`config.mk`:
```
export PLATFORM = sky130hd
export DESIGN_NAME = fbdiv_feedback_divider
export DESIGN_NICKNAME = d
export VERILOG_FILES = /design/src/rtl/fbdiv_pkg.sv /design/src/rtl/fbdiv_toggle_chain.sv /design/src/rtl/fbdiv_cfg_latch.sv /design/src/rtl/fbdiv_mod_counter.sv /design/src/rtl/fbdiv_feedback_divider.sv
export SDC_FILE = /design/constraint.sdc
export NUM_CORES = 1
export LEC_CHECK = 0
export ABC_CLOCK_PERIOD_IN_PS = 2200
export BUFFER_PORTS_ARGS = -buffer_cell sky130_fd_sc_hd__buf_2
export CAP_MARGIN = 0
export CORE_MARGIN = 8
export CORE_UTILIZATION = 47
export CTS_CLUSTER_DIAMETER = 100
export DETAILED_ROUTE_END_ITERATION = 8
export HOLD_SLACK_MARGIN = 0.02
export PLACE_DENSITY = 0.69
export SYNTH_ARGS = -nofsm -noshare
export SYNTH_HDL_FRONTEND = slang
export SYNTH_SLANG_ARGS = --single-unit
```
`constraint.sdc`:
```
create_clock -name clk -period 2.2 [get_ports clk]
set_input_delay 0.11 -clock clk [delete_from_list [all_inputs] [get_ports clk]]
set_output_delay 0.11 -clock clk [all_outputs]
set_load 0.02 [all_outputs]
```
`src/rtl/fbdiv_pkg.sv`:
```
package fbdiv_pkg;

    // Depth of the halving chain and width of the fine counter
    localparam int unsigned CHAIN_LEN = 6;
    localparam int unsigned CNT_W     = 6;
    localparam int unsigned SEL_W     = 3;

    // Legal fine modulus window
    localparam int unsigned MOD_LO = 3;
    localparam int unsigned MOD_HI = 62;

    // Chain tap indices; tap i divides by 2**(i+1)
    localparam int unsigned TAP_R4  = 1;
    localparam int unsigned TAP_R16 = 3;
    localparam int unsigned TAP_R32 = 4;

    typedef struct packed {
        logic [SEL_W-1:0] sel;
        logic [CNT_W-1:0] modv;
    } cfg_t;

endpackage

```
`src/rtl/fbdiv_toggle_chain.sv`:
```
module fbdiv_toggle_chain #(
    parameter int unsigned STAGES = fbdiv_pkg::CHAIN_LEN
) (
    input  logic              clk,
    input  logic              rst_n,
    input  logic              clr,
    output logic [STAGES-1:0] tap
);

    typedef struct packed {
        logic [STAGES-1:0] bits;
    } chain_t;

    chain_t chain_d, chain_q;

    // carry[i] is high when every stage below i is set
    logic [STAGES:0] carry;

    assign carry[0] = 1'b1;

    generate
        for (genvar i = 0; i < STAGES; i++) begin : g_stage
            assign carry[i+1] = carry[i] & chain_q.bits[i];
            assign tap[i]     = carry[i+1];
        end
    endgenerate

    always_comb begin
        chain_d = chain_q;
        for (int i = 0; i < int'(STAGES); i++) begin
            chain_d.bits[i] = chain_q.bits[i] ^ carry[i];
        end
        if (clr) begin
            chain_d.bits = '0;
        end
    end

    always_ff @(posedge clk) begin
        if (!rst_n) begin
            chain_q <= '0;
        end else begin
            chain_q <= chain_d;
        end
    end

endmodule

```
`src/rtl/fbdiv_cfg_latch.sv`:
```
module fbdiv_cfg_latch #(
    parameter int unsigned SEL_W  = fbdiv_pkg::SEL_W,
    parameter int unsigned CNT_W  = fbdiv_pkg::CNT_W,
    parameter int unsigned MOD_LO = fbdiv_pkg::MOD_LO,
    parameter int unsigned MOD_HI = fbdiv_pkg::MOD_HI
) (
    input  logic             clk,
    input  logic             rst_n,
    input  logic             load,
    input  logic [SEL_W-1:0] sel_in,
    input  logic [CNT_W-1:0] mod_in,
    output logic [SEL_W-1:0] sel_act,
    output logic [CNT_W-1:0] mod_act
);

    localparam logic [CNT_W-1:0] LO_V      = CNT_W'(MOD_LO);
    localparam logic [CNT_W-1:0] HI_V      = CNT_W'(MOD_HI);
    localparam logic [SEL_W-1:0] SEL_FALLB = SEL_W'(1);

    typedef struct packed {
        logic [SEL_W-1:0] sel;
        logic [CNT_W-1:0] modv;
    } act_t;

    act_t act_d, act_q, fresh;
    logic sel_is_onehot;

    // Repair the raw inputs: clamp the modulus, force a valid select
    always_comb begin
        sel_is_onehot = (sel_in != '0) && ((sel_in & (sel_in - SEL_W'(1))) == '0);
        fresh.sel  = sel_is_onehot ? sel_in : SEL_FALLB;
        if (mod_in < LO_V) begin
            fresh.modv = LO_V;
        end else if (mod_in > HI_V) begin
            fresh.modv = HI_V;
        end else begin
            fresh.modv = mod_in;
        end
    end

    always_comb begin
        act_d = act_q;
        if (load) begin
            act_d = fresh;
        end
    end

    always_ff @(posedge clk) begin
        if (!rst_n) begin
            act_q <= fresh;
        end else begin
            act_q <= act_d;
        end
    end

    assign sel_act = act_q.sel;
    assign mod_act = act_q.modv;


    mod_window_chk: assert property (@(posedge clk) disable iff (!rst_n)
        (act_q.modv >= LO_V) && (act_q.modv <= HI_V));


    sel_onehot_chk: assert property (@(posedge clk) disable iff (!rst_n)
        $onehot(act_q.sel));


    cfg_hold_chk: assert property (@(posedge clk) disable iff (!rst_n)
        !load |=> $stable(act_q));

endmodule

```
`src/rtl/fbdiv_mod_counter.sv`:
```
module fbdiv_mod_counter #(
    parameter int unsigned CNT_W = fbdiv_pkg::CNT_W
) (
    input  logic             clk,
    input  logic             rst_n,
    input  logic             ce,
    input  logic [CNT_W-1:0] mod_act,
    output logic             wrap,
    output logic             pulse,
    output logic             valid
);

    typedef struct packed {
        logic [CNT_W-1:0] cnt;
        logic             pulse;
        logic             valid;
    } ctr_t;

    ctr_t ctr_d, ctr_q;
    logic [CNT_W-1:0] cnt_inc;
    logic             hit;

    always_comb begin
        cnt_inc = ctr_q.cnt + CNT_W'(1);
        // Bitwise XOR equality: all bits agree
        hit     = ~|(cnt_inc ^ mod_act);
        wrap    = ce & hit;

        ctr_d = ctr_q;
        if (ce) begin
            if (hit) begin
                ctr_d.cnt   = '0;
                ctr_d.pulse = 1'b1;
                ctr_d.valid = 1'b1;
            end else begin
                ctr_d.cnt   = cnt_inc;
                ctr_d.pulse = 1'b0;
            end
        end
    end

    always_ff @(posedge clk) begin
        if (!rst_n) begin
            ctr_q <= '0;
        end else begin
            ctr_q <= ctr_d;
        end
    end

    assign pulse = ctr_q.pulse;
    assign valid = ctr_q.valid;


    cnt_bound_chk: assert property (@(posedge clk) disable iff (!rst_n)
        ctr_q.cnt < mod_act);


    pulse_hold_chk: assert property (@(posedge clk) disable iff (!rst_n)
        ctr_q.pulse && !ce |=> ctr_q.pulse);


    pulse_end_chk: assert property (@(posedge clk) disable iff (!rst_n)
        ctr_q.pulse && ce |=> !ctr_q.pulse);


    valid_sticky_chk: assert property (@(posedge clk) disable iff (!rst_n)
        ctr_q.valid |=> ctr_q.valid);

endmodule

```
`src/rtl/fbdiv_feedback_divider.sv`:
```
module fbdiv_feedback_divider #(
    parameter int unsigned STAGES  = fbdiv_pkg::CHAIN_LEN,
    parameter int unsigned CNT_W   = fbdiv_pkg::CNT_W,
    parameter int unsigned SEL_W   = fbdiv_pkg::SEL_W,
    parameter int unsigned MOD_LO  = fbdiv_pkg::MOD_LO,
    parameter int unsigned MOD_HI  = fbdiv_pkg::MOD_HI,
    parameter int unsigned TAP_R4  = fbdiv_pkg::TAP_R4,
    parameter int unsigned TAP_R16 = fbdiv_pkg::TAP_R16,
    parameter int unsigned TAP_R32 = fbdiv_pkg::TAP_R32
) (
    input  logic             clk,
    input  logic             rst_n,
    input  logic [SEL_W-1:0] sel,
    input  logic [CNT_W-1:0] mod,
    output logic             div_out,
    output logic             out_valid
);

    logic [STAGES-1:0] tap;
    logic [SEL_W-1:0]  sel_act;
    logic [CNT_W-1:0]  mod_act;
    logic [SEL_W-1:0]  tap_pick;
    logic              coarse_ce;
    logic              wrap;

    // Restart the chain at each wrap so a new ratio starts a full tick
    fbdiv_toggle_chain #(
        .STAGES (STAGES)
    ) u_chain (
        .clk   (clk),
        .rst_n (rst_n),
        .clr   (wrap),
        .tap   (tap)
    );

    fbdiv_cfg_latch #(
        .SEL_W  (SEL_W),
        .CNT_W  (CNT_W),
        .MOD_LO (MOD_LO),
        .MOD_HI (MOD_HI)
    ) u_cfg (
        .clk     (clk),
        .rst_n   (rst_n),
        .load    (wrap),
        .sel_in  (sel),
        .mod_in  (mod),
        .sel_act (sel_act),
        .mod_act (mod_act)
    );

    always_comb begin
        tap_pick  = {tap[TAP_R32], tap[TAP_R16], tap[TAP_R4]};
        coarse_ce = |(sel_act & tap_pick);
    end

    fbdiv_mod_counter #(
        .CNT_W (CNT_W)
    ) u_ctr (
        .clk     (clk),
        .rst_n   (rst_n),
        .ce      (coarse_ce),
        .mod_act (mod_act),
        .wrap    (wrap),
        .pulse   (div_out),
        .valid   (out_valid)
    );


    first_pulse_chk: assert property (@(posedge clk) disable iff (!rst_n)
        $rose(out_valid) |-> div_out);


    tick_onehot_chk: assert property (@(posedge clk) disable iff (!rst_n)
        $onehot0(sel_act & tap_pick));

endmodule

```
==> results.yml <==
placed_design:
  gp_congestion: 0.775
  dpl_worst_slack_ns: 0.0206
  hpwl_mm: 1.46
  placed_cells: 136
  dpl_cell_area_um2: 1200
  portBuffers: 12
timing:
  max_slew_margin_pct: 71.4
  tns_ns: 0
  setup_slack_ns: 0.0619
  finalSetupViolCount: 0
  clock.fmax_ghz: 0.468
  finalHoldViolCount: 0
  tightest_slew_ns: 0.426
  drv_slew: 0
  finalCriticalPeriod_ns: 2.14
  holdWs_ns: 0.0441
  skew_ns: 0.00229
  finalCritPeriodShare_pct: 97.2
floorplan:
  initial_core_util_pct: 49.9
  ioPinCount: 13
  core_area_um2: 2230
  die_area_um2: 4190
  row_count: 17
  die_y_um: 64.7
  dieWidth_um: 64.7
drt:
  first_pass_iters: 4
  drt_iter0_markers: 15
  viasPerCell: 5.61
  antenna_left: 0
  wl_mm: 2.25
  drc: 0
  via_count: 847
  wl_per_cell_um: 14.9
final_layout:
  layout.nets: 140
  syn_to_final_growth_pct: 26.3
  fin_util_pct: 63.0
  final_area_um2: 1410
  drive_gt1_share_pct: 36.6
  diodes: 0
  layout_common_cells: "13 x buf_2, 11 x dfxtp_1, 9 x edfxtp_1"
  post_layout_nonfiller_instances: 151
  final_common_cell: "buf_2"
cts:
  cts-root-buf: "clkbuf_4"
  clock_sinks: 22
  tritoncts: "yes"
  clockBufferDepth: 2
  cts.clk_slew.worst_paths_ns: 0.12
  cts_buffers: 3
  clock_latency_ns: 0.31
  h-tree-depth: 1
setup_path:
  start_kind: "flop"
  end_kind: "flop"
  arrival_ns: 2.22
  cp_data_required_time_ns: 2.28
  path_max_fanout: 5
  worstSetupPathType: "flop to flop"
power_and_ir_drop:
  leakage_nw: 0.549
  power.density_nw_per_um2: 580
  p_total_mw: 0.816
  ir_drop_mv: 0.483
synth:
  post_synth_num_cell_types: 33
  netlist_instances: 100
  synthesis.nets: 116
  synth_seq_cells: 22
  syn_area_um2: 1110
  synth-warning-count: 0
  post_synth.cell_area_avg_um2: 11.1
  seq_area_frac_synth_pct: 47.6
grt:
  grt_max_degree: 14
  overflow: 0
  antenna_found_initial: 0
  grt_pass1_wl_mm: 3.28
  grt.total_usage_pct: 9.49
  grt_pass1_vias: 766
outcome:
  status: "completed"
flow_run:
  cap_violations: 0
hold_path:
  hold_class: "input port to flop"
-- critical path, stage by stage (launching register included) --
cell,delay (ns)
dfxtp_2,0.36
ha_4,0.17
ha_4,0.16
ha_4,0.16
ha_2,0.16
a222oi_1,0.26
buf_4,0.21
nor3_4,0.05
o211a_4,0.17
a21o_4,0.24
-- registers in the layout, summed over array words and instances, names as in the netlist --
register / count
u_cfg.sel_act: 3
u_cfg.mod_act: 6
u_chain.chain_q: 5
u_ctr.pulse: 1
u_ctr.ctr_q: 6
u_ctr.valid: 1
-- cells by family after synthesis --
logic type | share of synthesized area, %
AND/OR/NAND/NOR | 13.0
XOR/XNOR | 10.2
AO/OA/AOI/OAI | 17.6
buffers and inverters | 5.05
multiplexers | 0.898
flip-flops | 47.6
adder cells (fa/ha/maj) | 5.61
-- timing repair --
action / CTS / global route
endpoints found under the setup margin: 5 / 17
cloned: 0 / 2
hold buffers: 4 / 0
gates resized for setup: 0 / 12
buffers inserted: 2 / 3
endpoints found under the hold margin: 4 / 0
pin swaps: 0 / 7
-- layer usage --
metal,wire length (um),track usage [%]
met5,0,0
met4,25,4.09
met3,108,2.23
met2,1140,16.6
met1,975,10.7
-- Yosys cell counts --
library cell	number	area [um2]
a21o_1	3	22.5
a21oi_1	6	30.0
buf_6	1	11.3
ha_1	5	62.6
nor3_1	1	5.00
xor2_1	5	43.8
dfxtp_1	13	260
clkbuf_1	4	15.0
xnor2_1	8	70.1
and4_1	1	8.76
inv_1	3	11.3
nand3b_1	1	7.51
mux2i_1	1	10.0
nand3_1	2	10.0
and3b_2	1	10.0
nor3_2	2	20.0
nand4_1	1	6.26
and2b_1	1	7.51
nor2_1	4	15.0
o211ai_1	2	15.0
nand2b_1	1	6.26
nand4bb_1	1	11.3
edfxtp_1	9	270
a221oi_1	1	8.76
a211oi_1	5	37.5
a211oi_2	5	62.6
clkinv_1	1	3.75
buf_4	2	15.0
nor3b_1	1	7.51
a222oi_1	1	10.0
and3_2	1	7.51
nand2_1	6	22.5
o211a_1	1	10.0
-- path summary, 6_finish.rpt --
| kind | start | endpoint | slack [ns] | cells past startpoint |
|---|---|---|---|---|
| worst min-delay path | rst_n | u_chain.chain_q[1]$_SDFF_PP0_ | 0.04 | 3 |
| worst max-delay path | u_chain.chain_q[0]$_SDFF_PP0_ | u_cfg.mod_act[0]$_SDFFCE_PN1P_ | 0.06 | 9 |
| worst min register to register | u_ctr.valid$_SDFFE_PN0P_ | u_ctr.valid$_SDFFE_PN0P_ | 0.48 | 2 |
| worst max register to register | u_chain.chain_q[0]$_SDFF_PP0_ | u_cfg.mod_act[0]$_SDFFCE_PN1P_ | 0.06 | 9 |
-- power breakdown --
part,internal (mW),switching (mW),leakage [nW]
logic,0.0452,0.0487,0.330
registers,0.446,0.0127,0.194
clock network,0.139,0.125,0.0261
total,0.630,0.186,0.549
-- area by class of cell --
type	instances	area [um2]
clock buffer	4	47.5
tap	28	35.0
sequential	22	533
inverter	4	15.0
fill	169	826
multi-input combinational	68	608
timing repair buffer	25	169
Power figures use the tool's default switching activity.
